$ cat src/rtl/pmem_pkg.sv
package pmem_pkg;

    localparam int BANK_AW   = 15;            // word address bits per bank
    localparam int BANK_SPAN = BANK_AW + 2;   // byte address bits per bank
    localparam int BLK_W     = 32 - BANK_SPAN;
    localparam int MODE_LSB  = 5;
    localparam int MODE_W    = 3;

    localparam logic [MODE_W-1:0] MODE_MAPPED = 3'b000;
    localparam logic [MODE_W-1:0] MODE_CACHE  = 3'b010;

    localparam logic [31:0] MAP0_BASE = 32'h0140_0000;
    localparam logic [31:0] MAP1_BASE = 32'h0000_0000;

    typedef enum logic [1:0] {
        RGN_B0    = 2'd0,
        RGN_B1    = 2'd1,
        RGN_UNDEF = 2'd2
    } rgn_e;

    typedef struct packed {
        logic rdy;
        logic undef;
        logic bank;
    } rsp_t;

    function automatic rgn_e decode_rgn(input logic [31:0] a, input logic map,
                                        input logic cache);
        logic [BLK_W-1:0] blk;
        logic [BLK_W-1:0] base;
        blk  = a[31:BANK_SPAN];
        base = map ? MAP1_BASE[31:BANK_SPAN] : MAP0_BASE[31:BANK_SPAN];
        if (blk == base)
            return RGN_B0;
        if (blk == base + BLK_W'(1))
            return cache ? RGN_UNDEF : RGN_B1;
        return RGN_UNDEF;
    endfunction

endpackage

$ cat src/rtl/pmem_mode_ctl.sv
module pmem_mode_ctl
    import pmem_pkg::*;
#(
    parameter int FLUSH_LINES = 64,
    parameter int PEND_W      = 8
) (
    input  logic              clk,
    input  logic              rst,
    input  logic              ctl_we,
    input  logic [MODE_W-1:0] ctl_mode,
    input  logic              flush_req,
    input  logic [PEND_W-1:0] b1_pending,
    output logic [MODE_W-1:0] mode_o,
    output logic              cache_active,
    output logic              flush_busy,
    output logic              flush_done
);

    localparam int CW = $clog2(FLUSH_LINES + 1);

    logic [MODE_W-1:0] want_q, want_n, mode_q;
    logic [CW-1:0]     cnt_q;
    logic              apply;

    always_comb begin
        want_n = ctl_we ? ctl_mode : want_q;
        apply  = (want_n != mode_q) &&
                 ((want_n != MODE_CACHE) || (b1_pending == '0));
    end

    always_ff @(posedge clk) begin
        if (rst) begin
            want_q     <= MODE_MAPPED;
            mode_q     <= MODE_MAPPED;
            flush_busy <= 1'b0;
            flush_done <= 1'b0;
            cnt_q      <= '0;
        end else begin
            want_q     <= want_n;
            flush_done <= 1'b0;
            if (apply)
                mode_q <= want_n;
            if (apply || flush_req) begin
                flush_busy <= 1'b1;
                cnt_q      <= CW'(FLUSH_LINES - 1);
            end else if (flush_busy) begin
                if (cnt_q == '0) begin
                    flush_busy <= 1'b0;
                    flush_done <= 1'b1;
                end else begin
                    cnt_q <= cnt_q - 1'b1;
                end
            end
        end
    end

    assign mode_o       = mode_q;
    assign cache_active = (mode_q == MODE_CACHE);

    assert_enter_cache_R8: assert property (@(posedge clk) disable iff (rst)
        $rose(cache_active) |-> ($past(b1_pending) == '0));

    assert_done_after_busy_R7: assert property (@(posedge clk) disable iff (rst)
        flush_done |-> ($past(flush_busy) && !flush_busy));

endmodule

$ cat src/rtl/pmem_bank_arb.sv
module pmem_bank_arb (
    input  logic cpu_hit,
    input  logic dma_hit,
    output logic cpu_win,
    output logic dma_win
);
    always_comb begin
        cpu_win = cpu_hit;
        dma_win = dma_hit && !cpu_hit;
    end
endmodule

$ cat src/rtl/pmem_mode_ctrl.sv
module pmem_mode_ctrl
    import pmem_pkg::*;
#(
    parameter int FLUSH_LINES = 64,
    parameter int PEND_W      = 8
) (
    input  logic               clk,
    input  logic               rst,
    input  logic               map_sel,
    input  logic               ctl_we,
    input  logic [31:0]        ctl_wdata,
    input  logic               flush_req,
    input  logic [PEND_W-1:0]  dma_b1_pending,
    output logic [MODE_W-1:0]  mode_o,
    output logic               cache_active,
    output logic               flush_busy,
    output logic               flush_done,
    input  logic               cpu_req,
    input  logic               cpu_we,
    input  logic [31:0]        cpu_addr,
    input  logic [31:0]        cpu_wdata,
    output logic               cpu_gnt,
    output logic               cpu_rdy,
    output logic               cpu_undef,
    output logic [31:0]        cpu_rdata,
    input  logic               dma_req,
    input  logic               dma_we,
    input  logic [31:0]        dma_addr,
    input  logic [31:0]        dma_wdata,
    output logic               dma_gnt,
    output logic               dma_rdy,
    output logic               dma_undef,
    output logic [31:0]        dma_rdata,
    output logic               b0_en,
    output logic               b0_we,
    output logic [BANK_AW-1:0] b0_addr,
    output logic [31:0]        b0_wdata,
    input  logic [31:0]        b0_rdata,
    output logic               b1_en,
    output logic               b1_we,
    output logic [BANK_AW-1:0] b1_addr,
    output logic [31:0]        b1_wdata,
    input  logic [31:0]        b1_rdata
);

    localparam int NBANK = 2;

    rgn_e cpu_rgn, dma_rgn;
    logic cpu_live;
    logic [NBANK-1:0] cpu_hit, dma_hit, cpu_win, dma_win;
    logic [NBANK-1:0] bk_en, bk_we;
    logic [BANK_AW-1:0] bk_addr [NBANK];
    logic [31:0]        bk_wdata [NBANK];
    rsp_t cpu_rsp_q, dma_rsp_q;
    logic unused_bits;

    pmem_mode_ctl #(.FLUSH_LINES(FLUSH_LINES), .PEND_W(PEND_W)) u_mode (
        .clk         (clk),
        .rst         (rst),
        .ctl_we      (ctl_we),
        .ctl_mode    (ctl_wdata[MODE_LSB +: MODE_W]),
        .flush_req   (flush_req),
        .b1_pending  (dma_b1_pending),
        .mode_o      (mode_o),
        .cache_active(cache_active),
        .flush_busy  (flush_busy),
        .flush_done  (flush_done)
    );

    always_comb begin
        cpu_rgn  = decode_rgn(cpu_addr, map_sel, cache_active);
        dma_rgn  = decode_rgn(dma_addr, map_sel, cache_active);
        cpu_live = cpu_req && !flush_busy;
    end

    for (genvar b = 0; b < NBANK; b++) begin : g_bank
        assign cpu_hit[b] = cpu_live && (cpu_rgn == rgn_e'(2'(b)));
        assign dma_hit[b] = dma_req  && (dma_rgn == rgn_e'(2'(b)));

        pmem_bank_arb u_arb (
            .cpu_hit(cpu_hit[b]),
            .dma_hit(dma_hit[b]),
            .cpu_win(cpu_win[b]),
            .dma_win(dma_win[b])
        );

        assign bk_en[b]    = cpu_win[b] || dma_win[b];
        assign bk_we[b]    = cpu_win[b] ? cpu_we : (dma_win[b] && dma_we);
        assign bk_addr[b]  = cpu_win[b] ? cpu_addr[BANK_SPAN-1:2] : dma_addr[BANK_SPAN-1:2];
        assign bk_wdata[b] = cpu_win[b] ? cpu_wdata : dma_wdata;
    end

    assign {b1_en, b0_en} = bk_en;
    assign {b1_we, b0_we} = bk_we;
    assign b0_addr  = bk_addr[0];
    assign b1_addr  = bk_addr[1];
    assign b0_wdata = bk_wdata[0];
    assign b1_wdata = bk_wdata[1];

    assign cpu_gnt = cpu_live && ((cpu_rgn == RGN_UNDEF) || (|cpu_win));
    assign dma_gnt = dma_req  && ((dma_rgn == RGN_UNDEF) || (|dma_win));

    always_ff @(posedge clk) begin
        if (rst) begin
            cpu_rsp_q <= '0;
            dma_rsp_q <= '0;
        end else begin
            cpu_rsp_q <= '{rdy: cpu_gnt, undef: cpu_gnt && (cpu_rgn == RGN_UNDEF),
                           bank: cpu_win[1]};
            dma_rsp_q <= '{rdy: dma_gnt, undef: dma_gnt && (dma_rgn == RGN_UNDEF),
                           bank: dma_win[1]};
        end
    end

    assign cpu_rdy   = cpu_rsp_q.rdy;
    assign cpu_undef = cpu_rsp_q.rdy && cpu_rsp_q.undef;
    assign cpu_rdata = (!cpu_rsp_q.rdy || cpu_rsp_q.undef) ? '0 :
                       (cpu_rsp_q.bank ? b1_rdata : b0_rdata);
    assign dma_rdy   = dma_rsp_q.rdy;
    assign dma_undef = dma_rsp_q.rdy && dma_rsp_q.undef;
    assign dma_rdata = (!dma_rsp_q.rdy || dma_rsp_q.undef) ? '0 :
                       (dma_rsp_q.bank ? b1_rdata : b0_rdata);

    assign unused_bits = ^{ctl_wdata[31:MODE_LSB+MODE_W], ctl_wdata[MODE_LSB-1:0],
                           cpu_addr[1:0], dma_addr[1:0]};

    assert_cpu_first_R4: assert property (@(posedge clk) disable iff (rst)
        (cpu_req && dma_req && !flush_busy && cpu_rgn == RGN_B0 && dma_rgn == RGN_B0)
        |-> (cpu_gnt && !dma_gnt));

    assert_flush_stall_R5: assert property (@(posedge clk) disable iff (rst)
        flush_busy |-> !cpu_gnt);

    assert_dma_flows_R6: assert property (@(posedge clk) disable iff (rst)
        (flush_busy && dma_req && dma_rgn == RGN_B0) |-> dma_gnt);

    assert_bank1_quiet_R3: assert property (@(posedge clk) disable iff (rst)
        cache_active |-> !b1_en);

    assert_rdy_follows_R9: assert property (@(posedge clk) disable iff (rst)
        (cpu_gnt |=> cpu_rdy) and (dma_gnt |=> dma_rdy));

endmodule

$ cat config.mk
export PLATFORM = sky130hd
export DESIGN_NAME = pmem_mode_ctrl
export DESIGN_NICKNAME = d
export VERILOG_FILES = /design/src/rtl/pmem_pkg.sv /design/src/rtl/pmem_mode_ctl.sv /design/src/rtl/pmem_bank_arb.sv /design/src/rtl/pmem_mode_ctrl.sv
export SDC_FILE = /design/constraint.sdc
export NUM_CORES = 1
export LEC_CHECK = 0
export ABC_AREA = 1
export BUFFER_PORTS_ARGS = -buffer_cell sky130_fd_sc_hd__clkbuf_2
export CORE_AREA = 4 4 157 159
export DETAILED_ROUTE_END_ITERATION = 10
export DIE_AREA = 0 0 161 163
export PLACE_DENSITY = 0.4
export SLEW_MARGIN = 20
export SYNTH_ARGS = -nofsm -noshare
export SYNTH_HDL_FRONTEND = slang
export SYNTH_HIERARCHICAL = 1
export SYNTH_SLANG_ARGS = --single-unit
export TNS_END_PERCENT = 30
$ cat constraint.sdc
create_clock -name clk -period 2.8 [get_ports clk]
set_input_delay 0.14 -clock clk [delete_from_list [all_inputs] [get_ports clk]]
set_output_delay 0.14 -clock clk [all_outputs]
set_load 0.02 [all_outputs]
* Word level (Yosys, flattened, before mapping)
Index checks and enable logic that the tools add are counted.
** Storage, ports and cells
- Word-level logic and storage cells :: 102
- Input port bits :: 241
- Bits in registers :: 21
** Cells by class
- Reductions and logical operators :: 40
- Equality and inequality tests :: 12
- Muxes and demuxes :: 34
- Add/sub/neg operators :: 2
- Bitwise logic cells :: 2
** Operators with widths (number)
- $mux 32 :: 6
- $eq 15x15->1 :: 2
- $mux 15 :: 2
- $mux 2 :: 9
- $mux 6 :: 3
- $logic_and 1x1->1 :: 16
- $eq 15x8->1 :: 1
- $eq 15x9->1 :: 1
- $mux 1 :: 12
- $add 8x1->9 const B :: 1
- $logic_not 8->1 :: 1
- $logic_or 1x1->1 :: 8
- $mux 8 :: 1
- $logic_not 7->1 :: 1
- $sub 7x1->7 const B :: 1
- $reduce_or 2->1 :: 3
- $logic_not 1->1 :: 5
- $eq 2x1->1 const B :: 2
- $eq 2x2->1 const B :: 2
- $logic_not 2->1 :: 2
- $reduce_and 2->1 :: 2
- $eq 3x2->1 const B :: 1
- $mux 3 :: 1
- $ne 3x2->1 const B :: 1
- 5 further kinds :: 6

* Depth between registers and ports, before layout
Gate-level depths: netlist of run 1.
- Word-level depth :: 15
- Mapped depth :: 12
- Mapped depth without buffers :: 12

* Modules after synthesis
The synthesis of run 1 kept the hierarchy.
** Modules (own cells, without submodules)
- pmem_mode_ctrl :: cells each 580, area an instance 2645.0 um^2, instances 1, sequential area each 120.1 um^2
- pmem_mode_ctl :: cells each 126, area an instance 832.0 um^2, instances 1, sequential area each 300.3 um^2
- pmem_bank_arb :: cells each 3, area an instance 17.5 um^2, instances 2, sequential area each 0.0 um^2

* Worst setup path after synthesis of run 1
OpenSTA, ideal clock, no wires.
- Path type :: reg2out
- From :: register u_mode.mode_q[1], in the netlist u_mode/mode_o[1]
- To :: output b1_wdata[11]
- Required time :: 2.660 ns
- Cell stages (with the launch flop) :: 11
- Arrival :: 2.258 ns
- Slack :: 0.402 ns
- Cell sequence :: dfxtp_1 -> inv_1 -> nor3_1 -> inv_1 -> nand4_1 -> nor2_1 -> nand2_1 -> nor2_1 -> buf_4 -> clkbuf_1 -> o21ai_0
** On the way
- Longest elaborated chain between the ends :: 8
** RTL lines
- start: declaration :: RTL line pmem_mode_ctl.sv:21 : logic [MODE_W-1:0] want_q, want_n, mode_q;
- start signal: assignment :: RTL line pmem_mode_ctl.sv:42 : mode_q <= want_n;
- $eq 3x2->1 :: RTL line pmem_mode_ctl.sv:58 : assign cache_active = (mode_q == MODE_CACHE);
- net cache_active :: RTL line pmem_mode_ctrl.sv:15 : output logic cache_active,
- $mux 2 :: RTL line pmem_pkg.sv:36 : return cache ? RGN_UNDEF : RGN_B1;
- $mux 2 :: RTL line pmem_pkg.sv:35 : if (blk == base + BLK_W'(1))
- $mux 2 :: RTL line pmem_pkg.sv:37 : return RGN_UNDEF;
- $mux 2 :: RTL line pmem_pkg.sv:35
- $eq 2x1->1 :: RTL line pmem_mode_ctrl.sv:77 : assign cpu_hit[b] = cpu_live && (cpu_rgn == rgn_e'(2'(b)));
- $logic_and 1x1->1 :: RTL line pmem_mode_ctrl.sv:77
- net cpu_hit[1] :: RTL line pmem_mode_ctrl.sv:50 : logic [NBANK-1:0] cpu_hit, dma_hit, cpu_win, dma_win;
- $mux 32 :: RTL line pmem_mode_ctrl.sv:90 : assign bk_wdata[b] = cpu_win[b] ? cpu_wdata : dma_wdata;
- end: declaration :: RTL line pmem_mode_ctrl.sv:42 : output logic [31:0] b1_wdata,
The timed path passes the listed nets, and every way through them passes these cells.

* Worst setup path after layout of run 1
- From :: register u_mode.mode_q[1], in the netlist u_mode/mode_o[1]
- To :: output b1_addr[1]
** On the way
- Longest elaborated chain between the ends :: 8
** RTL lines
- $eq 3x2->1 :: RTL line pmem_mode_ctl.sv:58
- $mux 2 :: RTL line pmem_pkg.sv:36
- $mux 2 :: RTL line pmem_pkg.sv:35
- $mux 2 :: RTL line pmem_pkg.sv:37
- $mux 2 :: RTL line pmem_pkg.sv:35
- $eq 2x1->1 :: RTL line pmem_mode_ctrl.sv:77
- $logic_and 1x1->1 :: RTL line pmem_mode_ctrl.sv:77
- net cpu_hit[1] :: RTL line pmem_mode_ctrl.sv:50
- $mux 15 :: RTL line pmem_mode_ctrl.sv:89 : assign bk_addr[b] = cpu_win[b] ? cpu_addr[BANK_SPAN-1:2] : dma_addr[BANK_SPAN-1:2];
- end: declaration :: RTL line pmem_mode_ctrl.sv:41 : output logic [BANK_AW-1:0] b1_addr,
The timed path passes the listed nets, and every way through them passes these cells.

==> results of run 1 <==
==> cells in the final DEF, fill, tap and decap left out, types with 2 or more instances in the layout <==
cell type / instances
nor2_1: 39
nand2_1: 280
nor2_4: 2
o21ai_0: 71
buf_12: 3
nand2_2: 3
clkbuf_16: 3
inv_1: 104
clkbuf_2: 381
o21ai_1: 28
nor2_2: 3
ha_1: 2
nand3_1: 18
buf_4: 13
inv_2: 3
xor2_1: 3
a21boi_0: 2
nand4_1: 9
dfxtp_1: 21
a21oi_1: 73
==> cell families after synthesis <==
kind of cell	share of synthesized area
xor gates and xnor gates	0.00748
AOI/OAI and AO/OA	0.259
adders and majority gates	0.00712
and+or+nand+nor	0.404
buffers and inverters	0.203
DFF	0.120
==> critical path: cells and delay by family, from the launching register on <==
| family | cells | cell delay, ps |
|---|---|---|
| flip-flops | 1 | 350 |
| buffers and inverters | 5 | 770 |
| AND/OR/NAND/NOR | 5 | 620 |
| AO/OA/AOI/OAI | 1 | 360 |
==> metal layers <==
layer / vias to the layer above / global-route usage / share of wire
li1: 2933 / - / -
met1: 2385 / 0.176 / 0.43
met2: 209 / 0.239 / 0.49
met3: 21 / 0.0258 / 0.072
met4: 0 / 0.0233 / 0.015
met5: - / 0 / 0
==> registers in the layout, indices dropped and copies added, names as in the netlist <==
| signal | count |
|---|---|
| u_mode/flush_done | 1 |
| u_mode/flush_busy | 1 |
| cpu_rsp_q | 2 |
| cpu_rdy | 1 |
| u_mode/cnt_q | 7 |
| dma_rsp_q | 2 |
| dma_rdy | 1 |
| u_mode/want_q | 3 |
| u_mode/mode_o | 3 |
==> layout make-up <==
cell class                 instances  area, um^2
multi-input combinational        540        2390
tap                              319         399
fill                            2793       17500
clock buffer                       3        75.1
inverter                         107         402
timing repair buffer             397        2060
sequential                        21         420
clock inverter                     1        7.51
==> where the power goes <==
group	internal, W	switching (W)
clock	0.000193	0.000120
combinational	0.000254	0.000424
sequential	0.000318	0.0000151
==> per-stage QoR <==
stage	total power (W)	cells	area, um^2	worst slack, ps	utilization
after floorplan	0.000678	712	3510	402	-
after global placement	0.00103	1380	5640	526	0.242
after detailed placement	0.00102	1380	5640	483	0.242
after CTS	0.00135	1384	5720	192	0.246
after global routing	0.00143	1388	5760	120	0.248
final	0.00132	1388	5760	309	0.248
==> what timing repair did <==
item	in CTS	in global routing
buffers inserted	0	4
endpoints found under the setup margin	0	2
hold buffers	0	0
==> worst max path at each step <==
| stage | depth (start not counted) | end | from | slack (ps) |
|---|---|---|---|---|
| floorplan | 10 | b1_wdata[11] | u_mode/mode_o[1] | 400 |
| global placement | 10 | cpu_gnt | u_mode/mode_o[2] | 530 |
| detailed placement | 10 | cpu_gnt | u_mode/mode_o[2] | 480 |
| CTS | 10 | cpu_gnt | u_mode/mode_o[2] | 190 |
| global route | 11 | b1_addr[1] | u_mode/mode_o[1] | 120 |
| finish | 11 | b1_addr[1] | u_mode/mode_o[1] | 310 |
==> flow_summary_export.csv, run 1 <==
group,metric,value,unit
run_status,status,"completed",
clock_network,cts_tree,"built",
detailed_routing,drtIter0Drc,325,
global_routing,antenna_found_initial,0,
yosys,yosys.cell_types.count,27,
place,gp_congestion,0.780,
detailed_routing,detail-route-antenna-nets,0,
detailed_routing,drtPass1Iterations,6,
clock_network,h-tree-depth,1,
sta,fin_hold_ws,177,ps
detailed_routing,drc_errors,0,
yosys,synth_most_common_cell,"nand2_1",
setup_path,r2r_slack,930,ps
worst_hold_path,hold_end,"dma_rsp_q[1]",
detailed_routing,dr_total_vias,5548,
setup_path,crit_path_start_kind,"register",
yosys,synth_nets,955,
yosys,avgSynthCellArea,4.93,um^2
floorplan,initial_utilization,0.151,
floorplan,die_area,26200,um^2
clock_network,clkLatencyLatePin,260,ps
detailed_routing,routed_wirelength,19600,um
floorplan,core-area,23300,um^2
global_routing,grt_pass1_vias,5289,
setup_path,critical_path.endpoint_type,"primary output",
setup_path,crit_type,"reg -> out",
yosys,synth_flop_cell,"dfxtp_1",
setup_path,arrival,2350,ps
clock_network,cts_buffers,3,
layout,insertedDiodeCount,0,
clock_network,cts_resized,0,
yosys,synth_area_leaders,"nand2_1 (30%), dfxtp_1 (12%), inv_1 (11%), a21oi_1 (10%), o21ai_0 (10%)",
layout,nets,1313,
worst_hold_path,hp-class,"in -> reg",
yosys,yosysTopAreaCellShare,0.299,
sta,period_needed,2490,ps
power,power.leakage,3.31,nW
sta,worst_pin_slew,828,ps
sta,relSlewSlack,0.446,
sta,fin_tns_setup,0,ps
yosys,synthTopCellsByCount,"nand2_1 (280), inv_1 (104), a21oi_1 (73)",
sta,rsz0062_at_grt,"no",
global_routing,grt_max_degree,98,
sta,slew_violations,0,
sta,max_freq,401,MHz
setup_path,r2r_end,"cpu_rdy",
yosys,synth_top_area_cell,"nand2_1",
yosys,async_flop_share,0,
yosys,yosysSeqAreaShare,0.120,
setup_path,cp_max_fo,13,
sta,fin_crit_sh,0.890,
flow_run,cap_violations,0,
yosys,synthCells,712,
floorplan,die_h,163,um
setup_path,cpPeakStageDelay,360,ps
layout,drive_gt1_frac,0.390,
detailed_routing,vias_per_cell,4.00,
power,vdd_drop_max,207,uV
layout,syn2layout_area_growth,64.1,%
floorplan,rows,56,
yosys,ys_ff_latch,21,
detailed_routing,wl_per_cell,14.1,um
sta,timing.final.hold_violations,0,
setup_path,worstPathRequired,2660,ps
floorplan,num_io_pins,415,
sta,setup_violations,0,
global_routing,grt.overflow.total,0,
worst_hold_path,whs_path_depth,3,
clock_network,clk_path_buf_depth,2,
clock_network,path_clk_slew,70,ps
sta,skew,9.22,ps
yosys,synth_edf_count,0,
power,pwr_density_cell,230,nW/um^2
setup_path,critical-path-slowest-cell,"o21ai_0",
yosys,synthesis.area,3510,um^2
floorplan,fp.dieW,161,um
setup_path,rr_worst_depth,11,
setup_path,timing.rr.start,"u_mode/mode_o[1]",
setup_path,crit_top_cell,"inv_1",
place,port_buffers,381,
clock_network,cts_root_buf,"clkbuf_16",
worst_hold_path,hp-start,"dma_req",
setup_path,path_cells,"inv_1 -> nor3_1 -> inv_1 -> nand4_1 -> nor2_1 -> nand2_1 -> nor2_4 -> buf_12 -> buf_4 -> o21ai_0 -> clkbuf_2",
global_routing,grt_pass1_wl,29200,um
global_routing,grtUsageTotal,0.136,
clock_network,clkSinkCount,21,
yosys,ys_warn_count,6,
place,hpwl,16500,um
No activity file was read; power rests on OpenSTA's default activity.
==> inputs of run 2 (changes only) <==
Settings changed: PLACE_DENSITY 0.4 to 0.41.
Clock period 2.8 ns to 2.2 ns, I/O delays scaled along.
==> run 2 against run 1 <==
Compared with the run above:
- clock-buffer cell count did not move
- sequential power is 28% higher
- largest cell class unchanged
- clock power is 26% higher
==> flow_summary_export.csv, run 2 (synthesis results as in run 1) <==
group,metric,value,unit
sta,timing.final.hold_violations,0,
floorplan,core-area,23300,um^2
setup_path,cp_max_fo,7,
sta,max_freq,479,MHz
setup_path,r2r_slack,530,ps
detailed_routing,drc_errors,0,
sta,slew_violations,0,
flow_run,cap_violations,0,
setup_path,worstPathRequired,2090,ps
detailed_routing,dr_total_vias,5589,
sta,relSlewSlack,0.716,
run_status,status,"completed",
power,pwr_density_cell,282,nW/um^2
setup_path,worst-path-buf-inv,6,
power,intPower,0.000989,W
global_routing,antenna_found_initial,0,
power,vdd_drop_max,315,uV
power,p_seq_frac,0.251,
clock_network,cts_tree,"built",
layout,nFillCells,2722,
worst_hold_path,hold_end,"dma_rdy",
setup_path,r2r_end,"u_mode/cnt_q[4]",
floorplan,die_area,26200,um^2
setup_path,crit_top_cell,"inv_2",
layout,drive_gt1_frac,0.410,
clock_network,clkLatencyLatePin,250,ps
power,comb_power_share,0.517,
floorplan,die_h,163,um
place,port_buffers,381,
detailed_routing,routed_wirelength,19100,um
clock_network,h-tree-depth,1,
sta,rsz0062_at_grt,"yes",
layout,nets,1327,
detailed_routing,wl_per_cell,13.6,um
global_routing,grt_pass1_vias,5149,
floorplan,rows,56,
power,power_switching,0.000711,W
power,power_switching_share,0.418,
worst_hold_path,whs_path_depth,3,
floorplan,fp.dieW,161,um
global_routing,grtUsageTotal,0.131,
sta,fin_crit_sh,0.950,
power,p_clk_frac,0.232,
layout,regMostFlops,"u_mode/cnt_q",
layout,insertedDiodeCount,0,
setup_path,arrival,1980,ps
sta,period_needed,2090,ps
clock_network,cts_buffers,3,
sta,worst_slack,111,ps
floorplan,num_io_pins,415,
sta,setup_violations,0,
floorplan,initial_utilization,0.151,
place,dpl.cell_count,1388,
place,dp_slack,192,ps
worst_hold_path,hp-class,"in -> reg",
setup_path,rr_worst_depth,12,
setup_path,cpPeakStageDelay,330,ps
global_routing,grt_pass1_wl,28200,um
layout,mostFrequentLayoutCells,"clkbuf_2 (364), nand2_1 (277), inv_1 (102)",
power,power.leakage,3.42,nW
detailed_routing,vias_per_cell,3.99,
layout,syn2layout_area_growth,71.8,%
place,hpwl,16000,um
setup_path,critical-path-slowest-cell,"dfxtp_2",
setup_path,critical_path.endpoint_type,"primary output",
layout,final_cells,1402,
setup_path,path_delay_family,"buffers and inverters",
global_routing,grt_max_degree,41,
setup_path,crit_path_start_kind,"register",
layout,fin_util,0.259,
layout,final_common_cell,"clkbuf_2",
sta,worst_pin_slew,426,ps
setup_path,timing.rr.start,"u_mode/cnt_q[0]",
setup_path,crit_type,"reg -> out",
detailed_routing,drtPass1Iterations,5,
clock_network,clk_path_buf_depth,2,
worst_hold_path,hp-start,"dma_req",
clock_network,cts_root_buf,"clkbuf_16",
layout,largest_reg_flops,7,
layout,multi_input_area,2440,um^2
layout,seq_area,423,um^2
sta,skew,4.61,ps
clock_network,hold_buffers,0,
setup_path,path_cells,"inv_2 -> nor3_4 -> inv_2 -> nand4_1 -> nor2_1 -> nand2_2 -> nor2_4 -> buf_12 -> buf_8 -> buf_6 -> nand2_1 -> o21ai_1 -> buf_4",
detailed_routing,drtIter0Drc,361,
clock_network,path_clk_slew,60,ps
place,gp_congestion,0.794,
sta,fin_tns_setup,0,ps
clock_network,clkSinkCount,21,
global_routing,grt.overflow.total,0,
detailed_routing,detail-route-antenna-nets,0,
run 2: cell count changes in the layout (fill, tap and decap cells not counted), moves of 5 or more:
cell,before,now
clkbuf_4,0,7
o21ai_1,28,33
o21ai_0,71,62
buf_12,3,8
buf_4,13,24
clkbuf_2,381,364
run 2: power groups by stage:
stage               combinational, W  clock, W  sequential (W)
floorplan                   0.000424         0        0.000440
global placement            0.000873         0        0.000431
detailed placement          0.000872         0        0.000431
CTS                         0.000887  0.000413        0.000426
global route                0.000968  0.000430        0.000430
finish                      0.000880  0.000395        0.000426
run 2: metrics by stage:
step,hold slack [ps],area (um^2),total power (W)
floorplan,182,3520,0.000865
global placement,400,5750,0.00130
detailed placement,394,5750,0.00130
CTS,117,6020,0.00173
global route,120,6030,0.00183
finish,120,6030,0.00170
run 2: timing repair:
| item | 4_1_cts | 5_1_grt |
|---|---|---|
| setup buffers | 8 | 2 |
| setup endpoints to repair | 20 | 53 |
| cloned | 1 | 0 |
| pin swaps | 2 | 4 |
| endpoints found under the hold margin | 0 | 0 |
| gates resized for setup | 37 | 17 |
run 2: worst reg2reg max path, delay by kind of cell (launching register included):
| family | cells | cell delay (ps) |
|---|---|---|
| fa+ha+maj | 1 | 200 |
| flops | 1 | 320 |
| buf+inv | 3 | 170 |
| simple gates | 8 | 880 |
run 2: routing by layer:
metal  vias up  share of wire  track usage
met1      2401           0.43        0.168
met5         -              0            0
met3        16          0.072       0.0253
met4         0         0.0098       0.0109
li1       2957              -            -
met2       215           0.49        0.237
run 2: how the worst max path moves through the flow:
stage	from	end	slack [ps]	cells past startpoint
after floorplan	u_mode/mode_o[1]	b1_wdata[11]	50	10
after global placement	u_mode/mode_o[1]	b1_wdata[27]	220	12
after detailed placement	u_mode/mode_o[1]	b1_wdata[27]	190	12
after CTS	u_mode/mode_o[1]	dma_gnt	-40	11
after global routing	u_mode/mode_o[1]	b1_wdata[16]	-9	12
final	u_mode/mode_o[1]	b1_wdata[10]	110	13
run 2: cell type report:
type,instances,share of cell area
Clock buffer,3,0.0124
Inverter,107,0.0666
Clock inverter,1,0.000829
Sequential cell,21,0.0701
Multi-Input combinational cell,540,0.404
Tap cell,319,0.0661
Timing Repair Buffer,411,0.380
==> inputs of run 3 (changes only) <==
Settings changed: PLACE_DENSITY 0.41 to 0.4.
Clock period 2.2 ns to 2.5 ns, I/O delays scaled along.
==> run 3 against run 2 <==
Compared with the run above:
- clock skew shrank 0.87 ps
- largest cell class unchanged
- sequential power shrank 12%
- highest routed layer unchanged
- critical path type unchanged
- critical endpoint is now b1_wdata[12]
- critical path depth shrank 3
- sequential share of layout area grew 0.30 points
- global-route usage grew 0.34 points
- clock-buffer cell count is the same
- combinational power shrank 14%
- non-clock buffer count shrank 17
- design area shrank 4.7%
- cell count shrank 1.2%
==> flow_summary_export.csv, run 3 (synthesis results as in run 1) <==
group,metric,value,unit
run_status,status,"completed",
floorplan,fp.dieW,161,um
setup_path,crit_top_cell,"inv_1",
floorplan,num_io_pins,415,
setup_path,r2r_slack,710,ps
worst_hold_path,hp-start,"dma_req",
layout,syn2layout_area_growth,63.7,%
detailed_routing,vias_per_cell,3.97,
detailed_routing,wl_per_cell,14.0,um
setup_path,crit_type,"reg -> out",
global_routing,busiest_layer,"met2",
power,vdd_drop_max,247,uV
global_routing,grt_use_met3,0.0208,
clock_network,cts_root_buf,"clkbuf_16",
worst_hold_path,hp-class,"in -> reg",
setup_path,cpPeakStageDelay,390,ps
clock_network,cts_buffers,3,
place,placed_area,5660,um^2
sta,timing.final.hold_violations,0,
power,power,0.00149,W
sta,max_freq,443,MHz
layout,largest_reg_flops,7,
setup_path,worstPathRequired,2380,ps
sta,worst_pin_slew,669,ps
setup_path,path_cells,"inv_1 -> nor3_2 -> inv_1 -> nand4_1 -> nor2_1 -> nand2_1 -> nor2_4 -> buf_12 -> o21ai_0 -> clkbuf_2",
power,pwr_density_cell,260,nW/um^2
setup_path,arrival,2130,ps
place,dp_slack,351,ps
global_routing,grt.overflow.total,0,
global_routing,grt_pass1_vias,5135,
detailed_routing,drc_errors,0,
flow_run,cap_violations,0,
global_routing,use_met1,0.173,
layout,drive_gt1_frac,0.389,
setup_path,timing.rr.start,"u_mode/mode_o[1]",
layout,nets,1310,
sta,slew_violations,0,
sta,setup_violations,0,
setup_path,path_delay_family,"buffers and inverters",
setup_path,crit_path_start_kind,"register",
global_routing,grt_pass1_wl,28700,um
clock_network,clkSinkCount,21,
floorplan,initial_utilization,0.151,
layout,regMostFlops,"u_mode/cnt_q",
detailed_routing,dr_total_vias,5504,
global_routing,grtUsageTotal,0.134,
sta,fin_tns_setup,0,ps
floorplan,rows,56,
sta,fin_crit_sh,0.903,
sta,skew,3.73,ps
power,power.leakage,3.30,nW
global_routing,use_met2,0.246,
sta,fin_hold_ws,142,ps
detailed_routing,detail-route-antenna-nets,0,
place,gp_congestion,0.787,
detailed_routing,drtIter0Drc,345,
clock_network,clk_path_buf_depth,2,
detailed_routing,routed_wirelength,19400,um
layout,final_common_cell,"clkbuf_2",
place,hpwl,16400,um
global_routing,grt_max_degree,57,
place,port_buffers,381,
sta,rsz0062_at_grt,"no",
sta,period_needed,2260,ps
setup_path,worst-path-buf-inv,4,
global_routing,antenna_found_initial,0,
setup_path,critical-path-slowest-cell,"o21ai_0",
worst_hold_path,whs_path_depth,3,
layout,mostFrequentLayoutCells,"clkbuf_2 (381), nand2_1 (280), inv_1 (104)",
setup_path,rr_worst_depth,11,
setup_path,critical_path.endpoint_type,"primary output",
floorplan,die_h,163,um
setup_path,r2r_end,"dma_rdy",
clock_network,cts_tree,"built",
layout,design_area,5750,um^2
floorplan,core-area,23300,um^2
sta,worst_slack,242,ps
clock_network,clkLatencyLatePin,260,ps
clock_network,path_clk_slew,70,ps
floorplan,die_area,26200,um^2
clock_network,h-tree-depth,1,
detailed_routing,drtPass1Iterations,5,
setup_path,cp_max_fo,56,
layout,insertedDiodeCount,0,
worst_hold_path,hold_end,"dma_rsp_q[1]",
sta,relSlewSlack,0.553,
[run 3: metrics by stage]
stage	util	cells
floorplan	-	712
global placement	0.243	1381
detailed placement	0.243	1381
CTS	0.247	1385
global route	0.247	1385
finish	0.247	1385
[run 3: power breakdown]
group | switching (W) | leakage, nW | internal (W) | total [W]
clock network | 0.000142 | 0.0371 | 0.000217 | 0.000359
logic | 0.000474 | 3.08 | 0.000286 | 0.000761
registers | 0.0000172 | 0.174 | 0.000356 | 0.000374
total | 0.000633 | 3.30 | 0.000860 | 0.00149
[run 3: final cells by class]
| class | instances | area (um^2) |
|---|---|---|
| Sequential cell | 21 | 420 |
| Tap cell | 319 | 399 |
| Clock inverter | 1 | 7.51 |
| Multi-Input combinational cell | 540 | 2400 |
| Fill cell | 2784 | 17500 |
| Clock buffer | 3 | 75.1 |
| Inverter | 107 | 402 |
| Timing Repair Buffer | 394 | 2050 |
[run 3: how the worst max path moves through the flow]
stage / startpoint / end / cells after the start
global placement: u_mode/mode_o[1] / dma_gnt / 12
CTS: u_mode/mode_o[1] / dma_gnt / 12
global route: u_mode/mode_o[2] / b1_wdata[19] / 11
detailed placement: u_mode/mode_o[1] / dma_gnt / 12
floorplan: u_mode/mode_o[1] / b1_wdata[11] / 10
finish: u_mode/mode_o[1] / b1_wdata[12] / 10
[run 3: worst register-to-register path, delay by kind of cell (launching register included)]
kind | cells | cell delay [ps]
simple gates | 7 | 790
buf+inv | 3 | 380
flops | 1 | 350
compound gates | 1 | 190
[run 3: what timing repair did]
action,CTS,global route
buffers inserted,0,0
hold buffers,0,0
setup endpoints to repair,0,9
resized for setup,0,2
[run 3: per-layer routing]
layer | share of wire | up-vias
li1 | - | 2915
met1 | 0.43 | 2382
met2 | 0.50 | 201
met3 | 0.069 | 6
met4 | 0.0051 | 0
met5 | 0 | -
